==> config.mk <==
export PLATFORM = sky130hd
export DESIGN_NAME = btb_predictor
export DESIGN_NICKNAME = d
export VERILOG_FILES = /design/src/rtl/btb_pkg.sv /design/src/rtl/btb_rst_sync.sv /design/src/rtl/btb_table.sv /design/src/rtl/btb_lookup.sv /design/src/rtl/btb_update.sv /design/src/rtl/btb_predictor.sv
export SDC_FILE = /design/constraint.sdc
export NUM_CORES = 1
export LEC_CHECK = 0
export ABC_AREA = 1
export CAP_MARGIN = 10
export CELL_PAD_IN_SITES_DETAIL_PLACEMENT = 0
export CELL_PAD_IN_SITES_GLOBAL_PLACEMENT = 1
export CORE_ASPECT_RATIO = 1.75
export CORE_MARGIN = 4
export CORE_UTILIZATION = 53
export CTS_CLUSTER_DIAMETER = 150
export DETAILED_ROUTE_END_ITERATION = 10
export GPL_TIMING_DRIVEN = 0
export PLACE_DENSITY = 0.88
export REMOVE_ABC_BUFFERS = 1
export SYNTH_ARGS = -nofsm -noshare
export SYNTH_HDL_FRONTEND = slang
export SYNTH_SLANG_ARGS = --single-unit
==> constraint.sdc <==
create_clock -name clk -period 5.4 [get_ports clk]
set_clock_uncertainty 0.05 [all_clocks]
set_input_delay 0.54 -clock clk [delete_from_list [all_inputs] [get_ports clk]]
set_output_delay 0.54 -clock clk [all_outputs]
set_load 0.01 [all_outputs]
==> src/rtl/btb_pkg.sv <==
package btb_pkg;

  // Kind of table write selected by resolved-branch feedback
  typedef enum logic [1:0] {
    UPD_NONE     = 2'd0,
    UPD_ALLOC    = 2'd1,
    UPD_STATE    = 2'd2,
    UPD_RETARGET = 2'd3
  } upd_kind_e;

  localparam int unsigned WORD_OFS_W = 2;

endpackage

==> src/rtl/btb_rst_sync.sv <==
module btb_rst_sync #(
  parameter int unsigned STAGES = 2
) (
  input  logic clk,
  input  logic rst_n,
  output logic rst_sync_n
);

  logic [STAGES-1:0] sync_q;
  logic [STAGES-1:0] sync_d;

  always_comb begin
    sync_d = {sync_q[STAGES-2:0], 1'b1};
  end

  always_ff @(posedge clk or negedge rst_n) begin
    if (!rst_n) begin
      sync_q <= '0;
    end else begin
      sync_q <= sync_d;
    end
  end

  assign rst_sync_n = sync_q[STAGES-1];

endmodule

==> src/rtl/btb_table.sv <==
module btb_table #(
  parameter int unsigned PC_W  = 32,
  parameter int unsigned IDX_W = 4,
  localparam int unsigned TAG_W   = PC_W - IDX_W,
  localparam int unsigned ENTRIES = 1 << IDX_W
) (
  input  logic             clk,
  input  logic             rst_n,
  // lookup read port
  input  logic [IDX_W-1:0] rd_idx,
  output logic             rd_vld,
  output logic             rd_st,
  output logic [TAG_W-1:0] rd_tag,
  output logic [PC_W-1:0]  rd_tgt,
  // feedback read port
  input  logic [IDX_W-1:0] up_idx,
  output logic             up_vld,
  output logic [TAG_W-1:0] up_tag,
  // write port
  input  logic             wr_en,
  input  logic             wr_load_tgt,
  input  logic [IDX_W-1:0] wr_idx,
  input  logic [TAG_W-1:0] wr_tag,
  input  logic [PC_W-1:0]  wr_tgt,
  input  logic             wr_state
);

  logic [ENTRIES-1:0] vld_q, vld_d;
  logic [ENTRIES-1:0] st_q,  st_d;
  logic [TAG_W-1:0]   tag_q [ENTRIES];
  logic [PC_W-1:0]    tgt_q [ENTRIES];
  logic [ENTRIES-1:0] row_ld;

  // next state for the control bits
  always_comb begin
    vld_d = vld_q;
    st_d  = st_q;
    if (wr_en) begin
      vld_d[wr_idx] = 1'b1;
      st_d[wr_idx]  = wr_state;
    end
  end

  always_ff @(posedge clk or negedge rst_n) begin
    if (!rst_n) begin
      vld_q <= '0;
      st_q  <= '0;
    end else begin
      vld_q <= vld_d;
      st_q  <= st_d;
    end
  end

  // tag and target storage: no reset, row-wise load enables
  generate
    for (genvar g = 0; g < ENTRIES; g++) begin : g_row
      assign row_ld[g] = wr_en && wr_load_tgt && (wr_idx == IDX_W'(g));
      always_ff @(posedge clk) begin
        if (row_ld[g]) begin
          tag_q[g] <= wr_tag;
          tgt_q[g] <= wr_tgt;
        end
      end
    end
  endgenerate

  assign rd_vld = vld_q[rd_idx];
  assign rd_st  = st_q[rd_idx];
  assign rd_tag = tag_q[rd_idx];
  assign rd_tgt = tgt_q[rd_idx];
  assign up_vld = vld_q[up_idx];
  assign up_tag = tag_q[up_idx];

  // a write with the direction bit set leaves the row valid and predicting taken
  assert_alloc_valid_R4: assert property (@(posedge clk) disable iff (!rst_n)
    (wr_en && wr_state) |=> (vld_q[$past(wr_idx)] && st_q[$past(wr_idx)]));

  // a not-taken write clears the direction bit but keeps the row
  assert_nt_clears_R6: assert property (@(posedge clk) disable iff (!rst_n)
    (wr_en && !wr_state) |=> (vld_q[$past(wr_idx)] && !st_q[$past(wr_idx)]));

  // with no write the control bits hold
  assert_hold_R9: assert property (@(posedge clk) disable iff (!rst_n)
    !wr_en |=> ($stable(vld_q) && $stable(st_q)));

endmodule

==> src/rtl/btb_lookup.sv <==
module btb_lookup #(
  parameter int unsigned PC_W  = 32,
  parameter int unsigned IDX_W = 4,
  localparam int unsigned TAG_W = PC_W - IDX_W
) (
  input  logic             clk,
  input  logic             rst_n,
  input  logic [PC_W-1:0]  fetch_pc,
  output logic [IDX_W-1:0] rd_idx,
  input  logic             rd_vld,
  input  logic             rd_st,
  input  logic [TAG_W-1:0] rd_tag,
  input  logic [PC_W-1:0]  rd_tgt,
  output logic [PC_W-1:0]  pred_next_pc,
  output logic             pred_taken,
  output logic             pred_hit
);

  import btb_pkg::*;

  logic [TAG_W-1:0] fetch_tag;
  logic [PC_W-1:0]  seq_pc;

  assign rd_idx    = fetch_pc[IDX_W+WORD_OFS_W-1:WORD_OFS_W];
  assign fetch_tag = {fetch_pc[PC_W-1:IDX_W+WORD_OFS_W], fetch_pc[WORD_OFS_W-1:0]};
  assign seq_pc    = fetch_pc + PC_W'(4);

  always_comb begin
    pred_hit     = rd_vld && (rd_tag == fetch_tag);
    pred_taken   = pred_hit && rd_st;
    pred_next_pc = pred_taken ? rd_tgt : seq_pc;
  end

  // a taken prediction always comes from a matching valid row
  assert_taken_needs_hit_R2: assert property (@(posedge clk) disable iff (!rst_n)
    pred_taken |-> (pred_hit && rd_vld));

  // a hit with a clear direction bit falls through
  assert_hit_nt_seq_R3: assert property (@(posedge clk) disable iff (!rst_n)
    (pred_hit && !rd_st) |-> (pred_next_pc == fetch_pc + PC_W'(4)));

endmodule

==> src/rtl/btb_update.sv <==
module btb_update #(
  parameter int unsigned PC_W  = 32,
  parameter int unsigned IDX_W = 4,
  localparam int unsigned TAG_W = PC_W - IDX_W
) (
  input  logic             clk,
  input  logic             rst_n,
  input  logic             fb_valid,
  input  logic [PC_W-1:0]  fb_pc,
  input  logic [PC_W-1:0]  fb_target,
  input  logic             fb_taken,
  output logic [IDX_W-1:0] up_idx,
  input  logic             up_vld,
  input  logic [TAG_W-1:0] up_tag,
  output logic             wr_en,
  output logic             wr_load_tgt,
  output logic [IDX_W-1:0] wr_idx,
  output logic [TAG_W-1:0] wr_tag,
  output logic [PC_W-1:0]  wr_tgt,
  output logic             wr_state
);

  import btb_pkg::*;

  upd_kind_e  kind;
  logic [TAG_W-1:0] fb_tag;
  logic       fb_hit;

  assign up_idx = fb_pc[IDX_W+WORD_OFS_W-1:WORD_OFS_W];
  assign fb_tag = {fb_pc[PC_W-1:IDX_W+WORD_OFS_W], fb_pc[WORD_OFS_W-1:0]};
  assign fb_hit = up_vld && (up_tag == fb_tag);

  always_comb begin
    kind = UPD_NONE;
    if (fb_valid) begin
      if (fb_hit) begin
        kind = fb_taken ? UPD_RETARGET : UPD_STATE;
      end else if (fb_taken) begin
        kind = UPD_ALLOC;
      end
    end
  end

  assign wr_en       = (kind != UPD_NONE);
  assign wr_load_tgt = (kind == UPD_ALLOC) || (kind == UPD_RETARGET);
  assign wr_idx      = up_idx;
  assign wr_tag      = fb_tag;
  assign wr_tgt      = fb_target;
  assign wr_state    = fb_taken;

  // correct not-taken with no row never writes
  assert_nt_miss_noalloc_R5: assert property (@(posedge clk) disable iff (!rst_n)
    (fb_valid && !fb_taken && !fb_hit) |-> !wr_en);

  // an idle feedback port never writes
  assert_idle_nowrite_R11: assert property (@(posedge clk) disable iff (!rst_n)
    !fb_valid |-> !wr_en);

endmodule

==> src/rtl/btb_predictor.sv <==
module btb_predictor #(
  parameter int unsigned PC_W  = 32,
  parameter int unsigned IDX_W = 4
) (
  input  logic            clk,
  input  logic            rst_n,
  input  logic [PC_W-1:0] fetch_pc,
  output logic [PC_W-1:0] pred_next_pc,
  output logic            pred_taken,
  output logic            pred_hit,
  input  logic            fb_valid,
  input  logic [PC_W-1:0] fb_pc,
  input  logic [PC_W-1:0] fb_target,
  input  logic            fb_taken
);

  localparam int unsigned TAG_W = PC_W - IDX_W;

  logic             rst_sync_n;
  logic [IDX_W-1:0] rd_idx, up_idx, wr_idx;
  logic             rd_vld, rd_st, up_vld;
  logic [TAG_W-1:0] rd_tag, up_tag, wr_tag;
  logic [PC_W-1:0]  rd_tgt, wr_tgt;
  logic             wr_en, wr_load_tgt, wr_state;

  btb_rst_sync #(.STAGES(2)) u_rst (
    .clk        (clk),
    .rst_n      (rst_n),
    .rst_sync_n (rst_sync_n)
  );

  btb_lookup #(.PC_W(PC_W), .IDX_W(IDX_W)) u_lookup (
    .clk          (clk),
    .rst_n        (rst_sync_n),
    .fetch_pc     (fetch_pc),
    .rd_idx       (rd_idx),
    .rd_vld       (rd_vld),
    .rd_st        (rd_st),
    .rd_tag       (rd_tag),
    .rd_tgt       (rd_tgt),
    .pred_next_pc (pred_next_pc),
    .pred_taken   (pred_taken),
    .pred_hit     (pred_hit)
  );

  btb_update #(.PC_W(PC_W), .IDX_W(IDX_W)) u_update (
    .clk         (clk),
    .rst_n       (rst_sync_n),
    .fb_valid    (fb_valid),
    .fb_pc       (fb_pc),
    .fb_target   (fb_target),
    .fb_taken    (fb_taken),
    .up_idx      (up_idx),
    .up_vld      (up_vld),
    .up_tag      (up_tag),
    .wr_en       (wr_en),
    .wr_load_tgt (wr_load_tgt),
    .wr_idx      (wr_idx),
    .wr_tag      (wr_tag),
    .wr_tgt      (wr_tgt),
    .wr_state    (wr_state)
  );

  btb_table #(.PC_W(PC_W), .IDX_W(IDX_W)) u_table (
    .clk         (clk),
    .rst_n       (rst_sync_n),
    .rd_idx      (rd_idx),
    .rd_vld      (rd_vld),
    .rd_st       (rd_st),
    .rd_tag      (rd_tag),
    .rd_tgt      (rd_tgt),
    .up_idx      (up_idx),
    .up_vld      (up_vld),
    .up_tag      (up_tag),
    .wr_en       (wr_en),
    .wr_load_tgt (wr_load_tgt),
    .wr_idx      (wr_idx),
    .wr_tag      (wr_tag),
    .wr_tgt      (wr_tgt),
    .wr_state    (wr_state)
  );

  // while the synchronized reset is low nothing can hit
  assert_reset_miss_R1: assert property (@(posedge clk)
    (rst_n && !rst_sync_n) |-> (!pred_hit && !pred_taken));

endmodule

==> impl_metrics.env <==
export IMPL_cts_sinks=994
export IMPL_rsz0062_at_grt="no"
export IMPL_drv_slew=0
export IMPL_power_density_nw_per_um2=313
export IMPL_synth_warnings=0
export IMPL_worstHoldPathType="flop to async pin"
export IMPL_cts_tree="yes"
export IMPL_ys_seq_area_share_pct=63.8
export IMPL_r2r_setup_slack_ns=2.43
export IMPL_leakagePower_nw=20.3
export IMPL_num_vias=36200
export IMPL_cp_data_required_time_ns=4.81
export IMPL_drt_initial_drc_count=4213
export IMPL_synth_edf_count=960
export IMPL_hold_viol=0
export IMPL_cts_buffers=87
export IMPL_ir_worst_vdd_mv=0.293
export IMPL_drive_gt1_share_pct=5.33
export IMPL_top_usage_layer="met2"
export IMPL_htree_levels=3
export IMPL_synth_cell_type_count=42
export IMPL_dp_hpwl_mm=80.4
export IMPL_met2_usage_pct=53.6
export IMPL_antenna_left=0
export IMPL_layout_commonest_cell="nand2_1"
export IMPL_grt_pass1_vias=34600
export IMPL_gr_total_overflow=0
export IMPL_min_period_over_period_pct=98.3
export IMPL_clk_pin_slew_ns=0.07
export IMPL_gp_congestion=0.900
export IMPL_crit_buf_inv=9
export IMPL_insertion_delay_ns=0.69
export IMPL_power_mw=16.5
export IMPL_numPortBuffers=133
export IMPL_period_needed_ns=5.31
export IMPL_core_um2=87000
export IMPL_r2r_cells=16
export IMPL_wl_per_cell_um=24.8
export IMPL_worstMarginPinSlew_ns=1.10
export IMPL_syn_inst=4822
export IMPL_endpoint_kind="output pin"
export IMPL_slew_headroom_pct=26.9
export IMPL_fmax_mhz=188
export IMPL_critPathMaxStageDelay_ns=0.61
export IMPL_first_pass_iters=6
export IMPL_drc=0
export IMPL_syn_avg_cell_area_um2=9.65
export IMPL_clock_path_buffers=3
export IMPL_cp_common_cell="nand2_1"
export IMPL_status="finished, final reports clean"
export IMPL_nFillCells=7289
export IMPL_final_cell_mix="1598 x nand2_1, 960 x edfxtp_1, 537 x o21ai_0, 528 x nor2_1, 261 x inv_1"
export IMPL_antenna_found_initial=13
export IMPL_ys_ff_latch=994
export IMPL_finalSetupViolations=0
export IMPL_crit_type="input pin to output pin"
export IMPL_grt_pass1_wl_mm=215
export IMPL_setup_slack_ns=0.0936
export IMPL_clock_root_buffer="clkbuf_16"
export IMPL_crit_arrival_ns=4.72
export IMPL_cp_depth=22
export IMPL_crit_fanout=61
export IMPL_wl_mm=151
export IMPL_drv_cap=0
export IMPL_start_util_pct=53.5
export IMPL_grt_max_degree=153
export IMPL_die_h_um=400
export IMPL_met3_usage_pct=6.10
export IMPL_met1_usage_pct=36.8
export IMPL_nets=4932
export IMPL_crit_family="buffers and inverters"
export IMPL_holdWs_ns=0.293
export IMPL_slowest_stage="clkdlybuf4s50_1"
export IMPL_num_io_pins=134
export IMPL_area_growth_pct=13.3
export IMPL_synth_main_ff_cell="edfxtp_1"
export IMPL_synth_cell_area_um2=46500
export IMPL_row_count=143
export IMPL_post_drt_via_cell_ratio=5.97
export IMPL_cp_cell_sequence="buf_4, buf_16, nand2_1, clkinv_8, nand2_1, nand2_1, clkinv_1, nand2_1, nand2_1, nand2_1, nor2_1, nand2_1, inv_1, nand2_1, nor2_4, buf_4, buf_12, nand3_4, buf_4, nand2_1, o21ai_1, clkdlybuf4s50_1"
export IMPL_dp_worst_setup_slack_ns=-2.10
export IMPL_tns_ns=0
export IMPL_die_area_um2=92800
export IMPL_start_kind="input pin"
export IMPL_async_reset_ff_share_pct=3.42
export IMPL_grt_total_usage_pct=31.4
export IMPL_die_w_um=232
-- layout make-up --
class / instances / area [µm²] / area share, %
Sequential cell: 994 / 29700 / 56.3
Multi-Input combinational cell: 3246 / 14500 / 27.6
Timing Repair Buffer: 204 / 2990 / 5.67
Clock buffer: 108 / 2340 / 4.44
Tap cell: 1160 / 1450 / 2.75
Inverter: 295 / 1240 / 2.34
Clock inverter: 48 / 452 / 0.857
Timing Repair inverter: 3 / 33.8 / 0.0641
Antenna cell: 6 / 15.0 / 0.0285
-- kinds of logic after synthesis --
| group | after synthesis | share of synthesized area (%) |
|---|---|---|
| simple gates | 2320 | 19.4 |
| flops | 994 | 63.8 |
| compound gates | 894 | 11.0 |
| buf+inv | 585 | 5.30 |
| xor+xnor | 27 | 0.508 |
| fa+ha+maj | 1 | 0.0269 |
| other cells | 1 | 0.00806 |
-- registers in the layout, summed over array words and instances (netlist names) --
name / flops
u_table.tgt_q: 512
u_rst.sync_q: 2
u_table.st_q: 16
u_table.tag_q: 448
u_table.vld_q: 16
-- through the flow --
| step | util [%] | area, µm² | cells |
|---|---|---|---|
| floorplan | - | 45200 | 4532 |
| global placement | 55.2 | 48000 | 5825 |
| detailed placement | 56.5 | 49200 | 5866 |
| CTS | 60.4 | 52500 | 6047 |
| global route | 60.6 | 52700 | 6058 |
| finish | 60.6 | 52700 | 6064 |
-- cells in the mapped netlist, types with 8 or more instances --
cell	n	area share (%)
a21oi_1	53	0.57
a221oi_1	19	0.36
a31oi_1	8	0.11
a32o_1	13	0.28
buf_1	16	0.13
buf_2	114	1.2
buf_4	22	0.35
clkbuf_1	132	1.1
dfrtp_1	34	1.8
edfxtp_1	960	62
inv_1	280	2.3
inv_2	11	0.089
nand2_1	1599	13
nand3_1	147	1.6
nor2_1	533	4.3
nor3_1	15	0.16
o211a_1	8	0.17
o211ai_1	73	1.2
o21ai_0	537	5.8
o21ai_1	56	0.60
o221ai_1	39	0.73
o22ai_1	81	1.1
xor2_1	27	0.51
-- metal layers --
layer	vias up	wire [µm]
met4	12	10000
met1	17300	53100
met2	1938	73100
met5	-	78
li1	16400	-
met3	482	14300
-- what timing repair did --
action,in CTS,in global routing
hold buffers,1,0
cloned,10,8
pin swaps,7,1
resized for setup,25,8
endpoints found under the setup margin,34,34
buffers inserted,14,3
hold endpoints to repair,2,0
-- final timing paths --
path	start	to
max	fetch_pc[4]	pred_next_pc[5]
min	u_rst.sync_q[1]$_DFF_PN0_	u_table.vld_q[14]$_DFFE_PN0P_
max reg2reg	u_table.tag_q[11][20]$_DFFE_PP_	u_table.st_q[15]$_DFFE_PN0P_
min reg2reg	u_rst.sync_q[1]$_DFF_PN0_	u_table.vld_q[14]$_DFFE_PN0P_
max in group asynchronous	u_rst.sync_q[1]$_DFF_PN0_	u_table.vld_q[1]$_DFFE_PN0P_
min in group clk	u_rst.sync_q[0]$_DFF_PN0_	u_rst.sync_q[1]$_DFF_PN0_
-- power by group --
part	switching [mW]	total [mW]	internal [mW]
registers	0.0437	8.62	8.57
logic	1.15	1.66	0.510
clock network	2.82	6.24	3.42
total	4.01	16.5	12.5
(Power assumes the default switching activity.)
